### src/rtl/gpmw_pkg.sv
package gpmw_pkg;

   localparam int unsigned BUS_W  = 32;
   localparam int unsigned HALF_W = 16;

   // byte offsets of the bank registers
   localparam int unsigned OFF_MW_LO = 'h000;
   localparam int unsigned OFF_MW_HI = 'h004;
   localparam int unsigned OFF_PINS  = 'h060;
   localparam int unsigned OFF_DIR   = 'h204;
   localparam int unsigned OFF_OE    = 'h208;

   typedef enum logic [2:0] {
      SEL_NONE,
      SEL_MW_LO,
      SEL_MW_HI,
      SEL_PINS,
      SEL_DIR,
      SEL_OE
   } reg_sel_e;

endpackage

### src/rtl/gpmw_in_sync.sv
module gpmw_in_sync #(
   parameter int unsigned W      = 32,
   parameter int unsigned STAGES = 2
) (
   input  logic         clk,
   input  logic         rst_n,
   input  logic [W-1:0] pin_i,
   output logic [W-1:0] sync_o
);

   if (STAGES < 2) begin : g_bad_stages
      $error("gpmw_in_sync: STAGES must be at least 2");
   end

   logic [W-1:0] stg [STAGES];

   for (genvar s = 0; s < STAGES; s++) begin : g_stage
      always_ff @(posedge clk or negedge rst_n) begin
         if (!rst_n) begin
            stg[s] <= '0;
         end else if (s == 0) begin
            stg[s] <= pin_i;
         end else begin
            stg[s] <= stg[(s == 0) ? 0 : s-1];
         end
      end
   end

   assign sync_o = stg[STAGES-1];

   // latency check for the standard two-stage variant
   if (STAGES == 2) begin : g_chk2
      logic [1:0] age_q;
      always_ff @(posedge clk or negedge rst_n) begin
         if (!rst_n)            age_q <= '0;
         else if (age_q != 2'd3) age_q <= age_q + 2'd1;
      end
      AST_SYNC_LATENCY: assert property (@(posedge clk) disable iff (!rst_n)
         (age_q >= 2'd2) |-> (sync_o == $past(pin_i, 2)));
   end

endmodule

### src/rtl/gpmw_masked_half.sv
module gpmw_masked_half #(
   parameter int unsigned W = 16
) (
   input  logic         clk,
   input  logic         rst_n,
   input  logic         we_i,
   input  logic [W-1:0] data_i,
   input  logic [W-1:0] keep_i,
   output logic [W-1:0] q_o
);

   if (W < 1 || W > gpmw_pkg::HALF_W) begin : g_bad_w
      $error("gpmw_masked_half: W must be 1..16");
   end

   logic [W-1:0] q_d;

   always_comb begin
      q_d = q_o;
      if (we_i) begin
         q_d = (q_o & keep_i) | (data_i & ~keep_i);
      end
   end

   always_ff @(posedge clk or negedge rst_n) begin
      if (!rst_n) q_o <= '0;
      else        q_o <= q_d;
   end

   AST_RESET_CLEAR: assert property (@(posedge clk) disable iff (!rst_n)
      $rose(rst_n) |-> (q_o == '0));
   AST_MASK_KEEPS: assert property (@(posedge clk) disable iff (!rst_n)
      we_i |=> (((q_o ^ $past(q_o)) & $past(keep_i)) == '0));
   AST_MASK_LOADS: assert property (@(posedge clk) disable iff (!rst_n)
      we_i |=> ((q_o & ~$past(keep_i)) == ($past(data_i) & ~$past(keep_i))));
   AST_IDLE_HOLDS: assert property (@(posedge clk) disable iff (!rst_n)
      !we_i |=> $stable(q_o));

endmodule

### src/rtl/gpmw_cfg_reg.sv
module gpmw_cfg_reg #(
   parameter int unsigned W = 32
) (
   input  logic         clk,
   input  logic         rst_n,
   input  logic         we_i,
   input  logic [W-1:0] d_i,
   output logic [W-1:0] q_o
);

   always_ff @(posedge clk or negedge rst_n) begin
      if (!rst_n)    q_o <= '0;
      else if (we_i) q_o <= d_i;
   end

   AST_CFG_LOAD: assert property (@(posedge clk) disable iff (!rst_n)
      we_i |=> (q_o == $past(d_i)));
   AST_CFG_HOLD: assert property (@(posedge clk) disable iff (!rst_n)
      !we_i |=> $stable(q_o));

endmodule

### src/rtl/gpmw_rd_mux.sv
module gpmw_rd_mux
   import gpmw_pkg::*;
#(
   parameter int unsigned NUM_PINS = 32
) (
   input  logic                clk,
   input  logic                rst_n,
   input  reg_sel_e            sel_i,
   input  logic [NUM_PINS-1:0] pins_i,
   input  logic [NUM_PINS-1:0] dir_i,
   input  logic [NUM_PINS-1:0] oe_i,
   output logic [BUS_W-1:0]    rdata_o
);

   always_comb begin
      rdata_o = '0;
      unique case (sel_i)
         SEL_PINS: rdata_o[NUM_PINS-1:0] = pins_i;
         SEL_DIR:  rdata_o[NUM_PINS-1:0] = dir_i;
         SEL_OE:   rdata_o[NUM_PINS-1:0] = oe_i;
         default:  rdata_o = '0;
      endcase
   end

   AST_MW_READ_ZERO: assert property (@(posedge clk) disable iff (!rst_n)
      ((sel_i == SEL_MW_LO) || (sel_i == SEL_MW_HI)) |-> (rdata_o == '0));
   AST_UNMAPPED_ZERO: assert property (@(posedge clk) disable iff (!rst_n)
      (sel_i == SEL_NONE) |-> (rdata_o == '0));

endmodule

### src/rtl/gpio_mask_bank.sv
module gpio_mask_bank
   import gpmw_pkg::*;
#(
   parameter int unsigned NUM_PINS    = 32,
   parameter int unsigned ADDR_W      = 12,
   parameter int unsigned SYNC_STAGES = 2
) (
   input  logic                clk,
   input  logic                rst_n,
   input  logic [ADDR_W-1:0]   reg_addr,
   input  logic                reg_we,
   input  logic [31:0]         reg_wdata,
   output logic [31:0]         reg_rdata,
   input  logic [NUM_PINS-1:0] pin_in,
   output logic [NUM_PINS-1:0] pin_out,
   output logic [NUM_PINS-1:0] pin_oe
);

   localparam int unsigned NHALF = (NUM_PINS + HALF_W - 1) / HALF_W;

   if (NUM_PINS < 1 || NUM_PINS > BUS_W) begin : g_bad_pins
      $error("gpio_mask_bank: NUM_PINS must be 1..32");
   end
   if (ADDR_W < 10) begin : g_bad_addr
      $error("gpio_mask_bank: ADDR_W too small for the register map");
   end

   // ---------------- address decode ----------------
   reg_sel_e sel;

   always_comb begin
      if      (reg_addr == ADDR_W'(OFF_MW_LO)) sel = SEL_MW_LO;
      else if (reg_addr == ADDR_W'(OFF_MW_HI)) sel = SEL_MW_HI;
      else if (reg_addr == ADDR_W'(OFF_PINS))  sel = SEL_PINS;
      else if (reg_addr == ADDR_W'(OFF_DIR))   sel = SEL_DIR;
      else if (reg_addr == ADDR_W'(OFF_OE))    sel = SEL_OE;
      else                                     sel = SEL_NONE;
   end

   logic [1:0] mw_we;
   logic       dir_we;
   logic       oe_we;

   assign mw_we[0] = reg_we && (sel == SEL_MW_LO);
   assign mw_we[1] = reg_we && (sel == SEL_MW_HI);
   assign dir_we   = reg_we && (sel == SEL_DIR);
   assign oe_we    = reg_we && (sel == SEL_OE);

   // ---------------- output latch, one masked half per 16 pins ----------------
   for (genvar h = 0; h < NHALF; h++) begin : g_half
      localparam int unsigned HW = ((NUM_PINS - h*HALF_W) > HALF_W) ?
                                   HALF_W : (NUM_PINS - h*HALF_W);
      gpmw_masked_half #(.W(HW)) u_half (
         .clk    (clk),
         .rst_n  (rst_n),
         .we_i   (mw_we[h]),
         .data_i (reg_wdata[HW-1:0]),
         .keep_i (reg_wdata[HALF_W +: HW]),
         .q_o    (pin_out[h*HALF_W +: HW])
      );
   end

   if (NHALF < 2) begin : g_no_hi
      logic unused_hi_we;
      assign unused_hi_we = mw_we[1];
   end

   // ---------------- direction and enable ----------------
   logic [NUM_PINS-1:0] dir_q;
   logic [NUM_PINS-1:0] oe_q;

   gpmw_cfg_reg #(.W(NUM_PINS)) u_dir (
      .clk   (clk),
      .rst_n (rst_n),
      .we_i  (dir_we),
      .d_i   (reg_wdata[NUM_PINS-1:0]),
      .q_o   (dir_q)
   );

   gpmw_cfg_reg #(.W(NUM_PINS)) u_oe (
      .clk   (clk),
      .rst_n (rst_n),
      .we_i  (oe_we),
      .d_i   (reg_wdata[NUM_PINS-1:0]),
      .q_o   (oe_q)
   );

   assign pin_oe = dir_q & oe_q;

   // ---------------- pin readback ----------------
   logic [NUM_PINS-1:0] pins_sync;

   gpmw_in_sync #(.W(NUM_PINS), .STAGES(SYNC_STAGES)) u_sync (
      .clk    (clk),
      .rst_n  (rst_n),
      .pin_i  (pin_in),
      .sync_o (pins_sync)
   );

   gpmw_rd_mux #(.NUM_PINS(NUM_PINS)) u_rd (
      .clk     (clk),
      .rst_n   (rst_n),
      .sel_i   (sel),
      .pins_i  (pins_sync),
      .dir_i   (dir_q),
      .oe_i    (oe_q),
      .rdata_o (reg_rdata)
   );

   AST_OE_RESET: assert property (@(posedge clk) disable iff (!rst_n)
      $rose(rst_n) |-> (pin_oe == '0));
   AST_OE_NEEDS_BOTH: assert property (@(posedge clk) disable iff (!rst_n)
      (dir_we || oe_we) |=> (pin_oe == (($past(dir_we) ? $past(reg_wdata[NUM_PINS-1:0]) : $past(dir_q))
                                     & ($past(oe_we)  ? $past(reg_wdata[NUM_PINS-1:0]) : $past(oe_q)))));

endmodule

### config.mk
export PLATFORM = sky130hd
export DESIGN_NAME = gpio_mask_bank
export DESIGN_NICKNAME = d
export VERILOG_FILES = /design/src/rtl/gpmw_pkg.sv /design/src/rtl/gpmw_in_sync.sv /design/src/rtl/gpmw_masked_half.sv /design/src/rtl/gpmw_cfg_reg.sv /design/src/rtl/gpmw_rd_mux.sv /design/src/rtl/gpio_mask_bank.sv
export SDC_FILE = /design/constraint.sdc
export NUM_CORES = 1
export LEC_CHECK = 0
export ABC_AREA = 1
export BUFFER_PORTS_ARGS = -buffer_cell sky130_fd_sc_hd__buf_2
export CAP_MARGIN = 20
export CORE_UTILIZATION = 29
export CTS_CLUSTER_DIAMETER = 50
export DETAILED_ROUTE_END_ITERATION = 6
export PLACE_DENSITY = 0.47
export SETUP_SLACK_MARGIN = 0.5
export SLEW_MARGIN = 20
export SYNTH_ARGS = -nofsm -noshare
export SYNTH_HDL_FRONTEND = slang
export SYNTH_SLANG_ARGS = --single-unit
### constraint.sdc
create_clock -name clk -period 1.5 [get_ports clk]
set_input_delay 0.15 -clock clk [delete_from_list [all_inputs] [get_ports clk]]
set_output_delay 0.15 -clock clk [all_outputs]
set_load 0.1 [all_outputs]
==> impl_metrics.yaml <==
run_status:
  status: "complete, but fails checks"
  violations: "setup timing"
yosys:
  ys.flop_type: "dfrtp_1"
  ys_seq_area_frac: 0.634
  ys_ff_latch: 160
  synth_top_area_frac: 0.634
  synth_cell_types: 22
  synthCells: 682
  yosysWarningCount: 0
  synth_edf_count: 0
  async_flop_share: 1.00
  yosys.area.top_type: "dfrtp_1"
  netlist_area_um2: 6310
  postSynthAreaPerCell_um2: 9.25
  synth_fp_nets: 761
  synth_area_leaders: "dfrtp_1, nand2_1, nand3_1, o21ai_0, inv_1"
global_routing:
  grt_max_degree: 65
  gr-usage-met2: 0.344
  grtUsageMet1: 0.248
  first_global_vias: 5964
  grtUsageTotal: 0.199
  grt_pass1_wl_um: 33100
  overflow: 0
  met3_usage: 0.0415
  antenna_found_initial: 0
  grt.busiest_layer: "met2"
setup_path:
  criticalPathCategory: "in -> out"
  cp-startpoint: "reg_addr[1]"
  crit_path_cell_trace: "buf_8 > inv_1 > nand2_2 > o21ai_2 > nand3_2 > inv_2 > buf_12 > clkbuf_16 > nand3_4 > nand3_4 > buf_12"
  critPathRequiredTime_ns: 1.35
  cpLargestDelayFamily: "buffers and inverters"
  start_kind: "input port"
  worst-path-buf-inv: 6
  crit_path_end_kind: "output port"
  cp.arrival_ns: 1.45
  crit_slowest_cell: "clkbuf_16"
  path_max_fanout: 5
  cpPeakStageDelay_ns: 0.18
clock_network:
  cts_buffers: 17
  clock_path_buffers: 2
  clkTransAtPathRegs_ns: 0.07
  root_buffer: "clkbuf_16"
  clk_latency_ns: 0.43
  cts.sinks: 160
  htreeDepth: 4
  cts_tree: "built"
final_layout:
  layout-drive-gt1-share: 0.602
  fin_util: 0.590
  final_common_cell: "nand2_1"
  nNetsFinal: 1025
  area_delta_synth_final_pct: 97.9
  diodes: 0
  final_cell_mix: "nand2_1, buf_12, dfrtp_1, nand2_2, nand3_4"
  stdcell_area_um2: 12500
sta:
  grt_setup_unrepaired: "yes"
  finalHoldViolCount: 0
  skew_ns: 0.00772
  postLayoutSetupSlackWorst_ns: -0.0974
  drv_slew: 0
  fin_hold_ws_ns: 0.0385
  finalSetupViolations: 32
  slew_headroom: 0.701
  max_freq_mhz: 626
  period_needed_ns: 1.60
  tightestPinTransition_ns: 0.449
  setup_tns_ns: -1.87
  period_share: 1.06
detailed_routing:
  detail-route-antenna-nets: 0
  vias: 5825
  viasPerCell: 4.72
  wirelength_um: 23200
  drt_first_pass_iters: 4
  wl_per_cell_um: 18.8
  route.detailed.drc: 0
  drtIter0Drc: 270
die:
  die_width_um: 150
  rows: 53
  fp.coreArea_um2: 21200
  die_h_um: 150
  start_util: 0.298
  ios: 175
  die_area_um2: 22400
placement:
  post-place-ws_ns: -0.106
  io_buffers: 174
  post_dp_cell_area_um2: 9070
  dp_hpwl_um: 13500
  gp_congestion: 0.801
flow_run:
  drv_cap: 0
power_and_ir_drop:
  p_per_area_nw_per_um2: 746
  max-vdd-ir-drop_mv: 0.659
  power.leakage_nw: 5.33
min_path:
  min_from: "reg_wdata[11]"
  hold_path.class: "in -> reg"
cells in the mapped netlist (2+ instances only):
cell / count
buf_2: 13
buf_4: 4
buf_6: 3
clkbuf_1: 8
dfrtp_1: 160
inv_1: 76
nand2_1: 218
nand2_2: 2
nand3_1: 81
nand3_2: 2
nor2_1: 8
nor2_2: 2
o21ai_0: 77
o21ai_1: 20
where the power goes:
part / internal (W) / switching, W / total, W
sequential: 0.00441 / 0.0000383 / 0.00445
combinational: 0.000230 / 0.000328 / 0.000558
clock: 0.00236 / 0.00195 / 0.00431
cells by family after synthesis:
kind of cell | after synthesis | synth area share
AOI/OAI and AO/OA | 97 | 0.0769
DFF | 160 | 0.634
and+or+nand+nor | 319 | 0.216
buffers and inverters | 106 | 0.0722
through the flow:
step                total power [W]  std cells
global placement            0.00492       1132
global route                0.00967       1234
detailed placement          0.00493       1132
CTS                         0.00939       1215
finish                      0.00932       1234
floorplan                   0.00463        682
final timing paths:
kind                                endpoint  slack, ns  depth (start not counted)
max                             reg_rdata[3]       -0.1                         11
min                            u_dir.q_o[11]       0.04                          3
max reg2reg                         register       0.66                          3
min reg2reg                u_sync.sync_o[21]       0.35                          0
max in group asynchronous      u_dir.q_o[25]       0.63                          3
min in group asynchronous  u_sync.sync_o[15]       0.26                          2
routing by layer:
metal	up-vias	share of wire
met2	180	0.51
met1	2922	0.42
met3	22	0.050
met5	-	0
met4	0	0.016
li1	2701	-
worst register-to-register path, cell delays in order (launching register included):
cell	delay, ns
dfrtp_2	0.43
buf_4	0.14
nand2_1	0.07
o21ai_1	0.08
repair_timing:
| action | in CTS | in global routing |
|---|---|---|
| pin swaps | 37 | 38 |
| cloned | 5 | 10 |
| buffers inserted | 13 | 9 |
| hold buffers | 33 | 0 |
| gates resized for setup | 347 | 165 |
| endpoints found under the setup margin | 113 | 187 |
| endpoints found under the hold margin | 74 | 0 |
layout make-up:
type	count	area, um2
Inverter	77	434
Sequential cell	160	4060
Clock buffer	19	433
Timing Repair Buffer	274	3730
Fill cell	1709	8670
Tap cell	275	344
Multi-Input combinational cell	416	3340
Clock inverter	13	149
No activity file was read; power rests on OpenSTA's default activity.
